`src/rtl/tmr_pkg.sv`:
```
package tmr_pkg;
   typedef enum logic [1:0] {
      CM_OFF      = 2'd0,
      CM_INTERNAL = 2'd1,
      CM_EXTCLK   = 2'd2,
      CM_TRIG     = 2'd3
   } clk_mode_e;
endpackage

```
`src/rtl/tmr_sync_edge.sv`:
```
module tmr_sync_edge #(
   parameter int STAGES = 2
) (
   input  logic clk,
   input  logic rst_n,
   input  logic din,
   output logic rise
);
   if (STAGES < 2) begin : g_bad_stages
      $error("tmr_sync_edge: STAGES must be at least 2");
   end

   // chain[STAGES-1] is the synchronized level, chain[STAGES] its previous value
   logic [STAGES:0] chain;

   always_ff @(posedge clk or negedge rst_n) begin
      if (!rst_n) chain <= '0;
      else        chain <= {chain[STAGES-1:0], din};
   end

   assign rise = chain[STAGES-1] & ~chain[STAGES];

   // a detected edge lasts exactly one cycle
   p_rise_single_r5: assert property (@(posedge clk) disable iff (!rst_n)
      rise |=> !rise);
endmodule

```
`src/rtl/tmr_prescaler.sv`:
```
module tmr_prescaler #(
   parameter int CODE_W = 3
) (
   input  logic              clk,
   input  logic              rst_n,
   input  logic              run,
   input  logic [CODE_W-1:0] code,
   output logic              tick
);
   localparam int DIV_W = (1 << CODE_W) - 1;

   if (CODE_W < 1 || CODE_W > 4) begin : g_bad_code
      $error("tmr_prescaler: CODE_W must be 1..4");
   end

   logic [DIV_W-1:0] div_q;
   logic [DIV_W-1:0] mask;

   assign mask = ~({DIV_W{1'b1}} << code);

   always_ff @(posedge clk or negedge rst_n) begin
      if (!rst_n)    div_q <= '0;
      else if (!run) div_q <= '0;
      else           div_q <= div_q + 1'b1;
   end

   assign tick = run && ((div_q & mask) == mask);

   // no tick while stopped
   p_tick_needs_run_r2: assert property (@(posedge clk) disable iff (!rst_n)
      !run |=> (div_q == '0));
endmodule

```
`src/rtl/tmr_count_core.sv`:
```
module tmr_count_core #(
   parameter int CNT_W     = 16,
   parameter bit CENTER_EN = 1'b1
) (
   input  logic             clk,
   input  logic             rst_n,
   input  logic             clr,
   input  logic             reload,
   input  logic             step,
   input  logic             center,
   input  logic [CNT_W-1:0] modulo,
   output logic [CNT_W-1:0] count,
   output logic             ovf_evt,
   output logic             ovf_top
);
   if (CNT_W < 2) begin : g_bad_width
      $error("tmr_count_core: CNT_W must be at least 2");
   end

   logic [CNT_W-1:0] cnt_q, cnt_d;
   logic             down_q, down_d;
   logic             updown;

   if (CENTER_EN) begin : g_center
      assign updown = center;
   end else begin : g_up_only
      assign updown = 1'b0;
   end

   always_comb begin
      cnt_d   = cnt_q;
      down_d  = down_q & updown;
      ovf_evt = 1'b0;
      ovf_top = 1'b0;
      if (clr || reload) begin
         cnt_d  = '0;
         down_d = 1'b0;
      end else if (step) begin
         if (!updown) begin
            down_d = 1'b0;
            if (cnt_q >= modulo) begin
               cnt_d   = '0;
               ovf_evt = 1'b1;
               ovf_top = 1'b1;
            end else begin
               cnt_d = cnt_q + 1'b1;
            end
         end else if (down_q) begin
            if (cnt_q == '0) begin
               cnt_d   = (modulo == '0) ? '0 : CNT_W'(1);
               down_d  = 1'b0;
               ovf_evt = 1'b1;
            end else begin
               cnt_d = cnt_q - 1'b1;
            end
         end else begin
            if (cnt_q >= modulo) begin
               ovf_evt = 1'b1;
               ovf_top = 1'b1;
               if (modulo == '0) begin
                  cnt_d = '0;
               end else begin
                  cnt_d  = modulo - 1'b1;
                  down_d = 1'b1;
               end
            end else begin
               cnt_d = cnt_q + 1'b1;
            end
         end
      end
   end

   always_ff @(posedge clk or negedge rst_n) begin
      if (!rst_n) begin
         cnt_q  <= '0;
         down_q <= 1'b0;
      end else begin
         cnt_q  <= cnt_d;
         down_q <= down_d;
      end
   end

   assign count = cnt_q;

   // a write strobe leaves the count at zero
   p_clear_r12: assert property (@(posedge clk) disable iff (!rst_n)
      clr |=> (cnt_q == '0));
   // without step, reload or clear the count holds
   p_idle_hold_r4: assert property (@(posedge clk) disable iff (!rst_n)
      (!clr && !reload && !step) |=> $stable(cnt_q));
   // an up-only step at or beyond the limit lands on zero
   p_up_wrap_r2: assert property (@(posedge clk) disable iff (!rst_n)
      (step && !center && !clr && !reload && cnt_q >= modulo) |=> (cnt_q == '0));
   // reload without clear leaves zero
   p_reload_r11: assert property (@(posedge clk) disable iff (!rst_n)
      reload |=> (cnt_q == '0));
endmodule

```
`src/rtl/trig_modulo_timer.sv`:
```
module trig_modulo_timer #(
   parameter int CNT_W       = 16,
   parameter int PSC_W       = 3,
   parameter int SYNC_STAGES = 2,
   parameter bit CENTER_EN   = 1'b1
) (
   input  logic             clk,
   input  logic             rst_n,
   input  logic [1:0]       clk_mode,
   input  logic [PSC_W-1:0] presc,
   input  logic             center_sel,
   input  logic             ovf_ie,
   input  logic             start_on_trig,
   input  logic             stop_on_ovf,
   input  logic             reload_on_trig,
   input  logic             trig_pol,
   input  logic [CNT_W-1:0] modulo,
   input  logic             cnt_wr,
   input  logic             ext_clk,
   input  logic             trig_in,
   input  logic             ovf_clr,
   output logic [CNT_W-1:0] count,
   output logic             ovf_flag,
   output logic             ovf_dir,
   output logic             irq
);
   import tmr_pkg::*;

   clk_mode_e mode;
   logic      enabled, run, psc_run, tick, src_edge, step, reload;
   logic      ext_rise, trig_rise;
   logic      halt_q, armed_q;
   logic      ovf_evt, ovf_top;

   assign mode    = clk_mode_e'(clk_mode);
   assign enabled = (mode != CM_OFF);

   tmr_sync_edge #(.STAGES(SYNC_STAGES)) u_ext_sync (
      .clk(clk), .rst_n(rst_n), .din(ext_clk), .rise(ext_rise));

   tmr_sync_edge #(.STAGES(SYNC_STAGES)) u_trig_sync (
      .clk(clk), .rst_n(rst_n), .din(trig_in ^ trig_pol), .rise(trig_rise));

   // start / stop control
   always_ff @(posedge clk or negedge rst_n) begin
      if (!rst_n) begin
         halt_q  <= 1'b0;
         armed_q <= 1'b0;
      end else if (!enabled) begin
         halt_q  <= 1'b0;
         armed_q <= 1'b0;
      end else if (ovf_evt && stop_on_ovf) begin
         halt_q  <= 1'b1;
         armed_q <= 1'b0;
      end else if (trig_rise) begin
         armed_q <= 1'b1;
         if (start_on_trig) halt_q <= 1'b0;
      end
   end

   assign run     = enabled && !halt_q && (!start_on_trig || armed_q);
   assign psc_run = run && (mode == CM_INTERNAL) && !cnt_wr;

   tmr_prescaler #(.CODE_W(PSC_W)) u_psc (
      .clk(clk), .rst_n(rst_n), .run(psc_run), .code(presc), .tick(tick));

   always_comb begin
      case (mode)
         CM_INTERNAL: src_edge = tick;
         CM_EXTCLK:   src_edge = ext_rise;
         CM_TRIG:     src_edge = trig_rise;
         default:     src_edge = 1'b0;
      endcase
   end

   assign step   = run && src_edge;
   assign reload = enabled && reload_on_trig && trig_rise;

   tmr_count_core #(.CNT_W(CNT_W), .CENTER_EN(CENTER_EN)) u_core (
      .clk(clk), .rst_n(rst_n), .clr(cnt_wr), .reload(reload), .step(step),
      .center(center_sel), .modulo(modulo), .count(count),
      .ovf_evt(ovf_evt), .ovf_top(ovf_top));

   always_ff @(posedge clk or negedge rst_n) begin
      if (!rst_n) begin
         ovf_flag <= 1'b0;
         ovf_dir  <= 1'b0;
      end else if (ovf_evt) begin
         ovf_flag <= 1'b1;
         ovf_dir  <= ovf_top;
      end else if (ovf_clr) begin
         ovf_flag <= 1'b0;
      end
   end

   assign irq = ovf_flag & ovf_ie;

   // an overflow always leaves the flag set, even against a clear
   p_flag_set_r7: assert property (@(posedge clk) disable iff (!rst_n)
      ovf_evt |=> ovf_flag);
   // a clear with no overflow drops the flag
   p_flag_clear_r7: assert property (@(posedge clk) disable iff (!rst_n)
      (ovf_clr && !ovf_evt) |=> !ovf_flag);
   // an up-only overflow is a top overflow
   p_dir_top_r8: assert property (@(posedge clk) disable iff (!rst_n)
      (ovf_evt && !center_sel) |=> ovf_dir);
   // a stopped counter takes no step
   p_halt_no_step_r10: assert property (@(posedge clk) disable iff (!rst_n)
      halt_q |-> !step);
   // no step before arming when start-on-trigger is set
   p_wait_trig_r9: assert property (@(posedge clk) disable iff (!rst_n)
      (start_on_trig && !armed_q) |-> !step);
endmodule

```
`config.mk`:
```
export PLATFORM = sky130hd
export DESIGN_NAME = trig_modulo_timer
export DESIGN_NICKNAME = d
export VERILOG_FILES = /design/src/rtl/tmr_pkg.sv /design/src/rtl/tmr_sync_edge.sv /design/src/rtl/tmr_prescaler.sv /design/src/rtl/tmr_count_core.sv /design/src/rtl/trig_modulo_timer.sv
export SDC_FILE = /design/constraint.sdc
export NUM_CORES = 1
export LEC_CHECK = 0
export ABC_AREA = 1
export BUFFER_PORTS_ARGS = -buffer_cell sky130_fd_sc_hd__buf_2
export CAP_MARGIN = 20
export CORE_ASPECT_RATIO = 2
export CORE_MARGIN = 4
export CORE_UTILIZATION = 40
export CTS_CLUSTER_SIZE = 40
export DETAILED_ROUTE_END_ITERATION = 8
export PLACE_DENSITY = 0.67
export SLEW_MARGIN = 20
export SYNTH_ARGS = -nofsm -noshare
export SYNTH_HDL_FRONTEND = slang
export SYNTH_SLANG_ARGS = --single-unit
```
`constraint.sdc`:
```
create_clock -name clk -period 2.1 [get_ports clk]
set_input_delay 0 -clock clk [delete_from_list [all_inputs] [get_ports clk]]
set_output_delay 0 -clock clk [all_outputs]
set_load 0.05 [all_outputs]
```
==> out/metrics.yaml <==
status:
  status: "finished, violations left"
  violations: "negative hold slack"
detailed_routing:
  first_pass_iters: 5
  highest_layer: "met4"
  wl_met2_um: 6770
  dr_wl_met3_um: 618
  via_count: 4206
  drc: 0
  routedWlPerCell_um: 16.2
  drtAntennaViolNets: 0
  drt-met1-wl_um: 4210
  drtIter0Drc: 323
  vias_per_cell: 5.48
  wirelength_um: 12400
timing:
  worstMarginPinSlew_ns: 0.830
  finalMaxSlewViolations: 0
  fin_skew_ns: 0.00882
  setup_viol: 0
  hold_viol_final: 1
  rsz0062_at_grt: "yes"
  setup-tns-final_ns: 0
  slew_headroom_pct: 44.7
  fin_ws_ns: 0.0332
  fin_crit_sh_pct: 98.4
  fmax_mhz: 484
  period_minus_slack_ns: 2.07
  hold_ws_ns: -0.00509
global_route:
  grtUsageTotal_pct: 22.1
  grt.overflow.total: 0
  antenna_found_initial: 0
  grt_pass1_wl_um: 19600
  grt_max_degree: 35
  grt_pass1_vias: 4153
setup_path:
  worst_ep_arrival_time_ns: 2.29
  cpMostUsedCell: "nand2_1"
  cp_top_family: "simple AND/OR/NAND/NOR gates"
  end_kind: "flip-flop"
  worstSetupPathType: "reg2reg"
  path_max_fanout: 5
  worstPathRequired_ns: 2.32
  worst_path_max_delay_cell: "dfrtp_2"
  crit_buf_inv: 1
  path_cells: "ha_1, nand4_1, nor2_1, nand2_2, nand2_4, nand2_2, nor2_4, buf_4, nand2_1, nand3_1, nand2_1, nand2_1"
  cp-start-kind: "flip-flop"
  max_stage_delay_ns: 0.41
job:
  drv_cap: 0
clock_network:
  htree_num_levels: 2
  cts.sinks: 34
  clk_latency_ns: 0.29
  clock-root-buffer: "clkbuf_16"
  clockBufferDepth: 2
  cts_buffers: 5
  clkTransAtPathRegs_ns: 0.06
  tritoncts: "built"
worst_hold_path:
  hold_path.class: "in2reg"
place:
  dp.cells: 752
  hpwlAfterDp_um: 9790
  post-place-ws_ns: 0.0950
  numPortBuffers: 51
  place.gp.congestion: 0.986
  placed_cell_area_mm2: 0.00423
power_and_ir_drop:
  power_mw: 2.08
  power_leakage_nw: 2.35
  peakVddDrop_v: 0.000271
  powerDensity_mw_per_mm2: 462
finish:
  fin_util_pct: 49.9
  fin_nets: 719
  ff_latch_area_um2: 867
  drive_above_1_share_pct: 22.6
  fill_cells: 933
  final_cell_mix: "nand2_1, inv_1, nand3_1, nor2_1, buf_2"
  final_common_cell: "nand2_1"
  diodes: 0
  area_delta_synth_final_pct: 21.1
  stdcell_count: 767
  multi_input_area_mm2: 0.00253
  final_area_mm2: 0.00450
logic_synthesis:
  ys_ff_latch: 34
  syn_nets: 641
  synth_cells: 586
  syn_area_mm2: 0.00372
  ys.warnings.count: 0
  synth-main-ff-cell: "dfrtp_1"
  yosysTopAreaCell: "dfrtp_1"
  yosys.cell_types.count: 34
  synth-edff-count: 0
  synthArstFlopShare_pct: 100
  synth_top_area_share_pct: 22.9
  synth_area_leaders: "dfrtp_1, nand2_1, nand3_1"
  ys_seq_area_share_pct: 22.9
  syn_avg_cell_area_um2: 6.34
floorplan:
  design.portCount: 52
  num_rows: 49
  die_area_mm2: 0.0110
  start_util_pct: 41.2
  die_w_um: 76.2
  core_mm2: 0.00901
  die_h_um: 144
[layout make-up]
class                           instances  share of cell area (%)
Tap cell                              102                    2.84
Multi-Input combinational cell        458                    56.2
Inverter                               78                    6.56
Timing Repair Buffer                   87                    12.0
Sequential cell                        34                    19.3
Clock buffer                            6                    2.86
Clock inverter                          2                   0.222
[cell families (layout without fill, tap and decap cells)]
group	after synthesis	in the layout	synth area share (%)
AO/OA/AOI/OAI	66	66	10.6
AND/OR/NAND/NOR	343	343	42.0
XOR/XNOR	27	27	6.36
flip-flops	34	34	22.9
adder cells (fa/ha/maj)	22	22	7.40
buffers and inverters	94	173	10.8
[where the power goes]
| group | internal (mW) | switching [mW] |
|---|---|---|
| sequential | 0.682 | 0.0147 |
| clock | 0.436 | 0.296 |
| combinational | 0.225 | 0.423 |
| total | 1.34 | 0.734 |
[state kept, by name, indices dropped and copies added (netlist names), 3 cells and up]
| register | flops |
|---|---|
| u_core.count | 16 |
| u_psc.div_q | 7 |
| u_ext_sync.chain | 3 |
| u_trig_sync.chain | 3 |
[metal layers]
layer  vias to the layer above  track usage (%)
met5                         -                0
met4                         0             15.0
met3                        57             3.12
met2                       202             42.6
met1                      1906             21.2
li1                       2041                -
[cells in the mapped netlist (2+ instances only)]
cell type  number
buf_6           4
ha_1           22
nor2_2         13
clkbuf_1        3
o211ai_1        5
nand3_1        58
inv_1          72
xor2_1         24
nand2_1       170
nor3_1         14
o21ai_0        20
dfrtp_1        34
o21ai_1         4
xnor2_1         3
nand2_4         2
nand2_2         3
buf_2           5
nand4_1        14
inv_2           6
a21oi_4         2
buf_4           3
a21oi_1        29
nor2_4          8
nor2_1         57
o21a_1          2
[final timing paths]
path / from / end / slack [ns] / cells after the start
hold / removal: stop_on_ovf / halt_q$_DFFE_PN0P_ / -0.005 / 3
setup reg to reg: u_core.count[15]$_DFFE_PN0P_ / u_core.count[6]$_DFFE_PN0P_ / 0.03 / 12
max in group asynchronous: rst_n / u_core.count[13]$_DFFE_PN0P_ / 1.17 / 2
setup / recovery: u_core.count[15]$_DFFE_PN0P_ / u_core.count[6]$_DFFE_PN0P_ / 0.03 / 12
min in group asynchronous: rst_n / u_core.count[4]$_DFFE_PN0P_ / 0.35 / 2
hold reg to reg: u_ext_sync.chain[0]$_DFF_PN0_ / u_ext_sync.chain[1]$_DFF_PN0_ / 0.35 / 0
[worst min-delay path: stages]
cell and delay (ns):
buf_2 0.11, nand3_2 0.08, a21oi_2 0.05
[timing repair]
action | CTS | global route
endpoints found under the hold margin | 37 | 0
resized for setup | 0 | 16
hold buffers | 5 | 0
setup buffers | 0 | 2
endpoints found under the setup margin | 0 | 17
No activity file was read; power rests on OpenSTA's default activity.
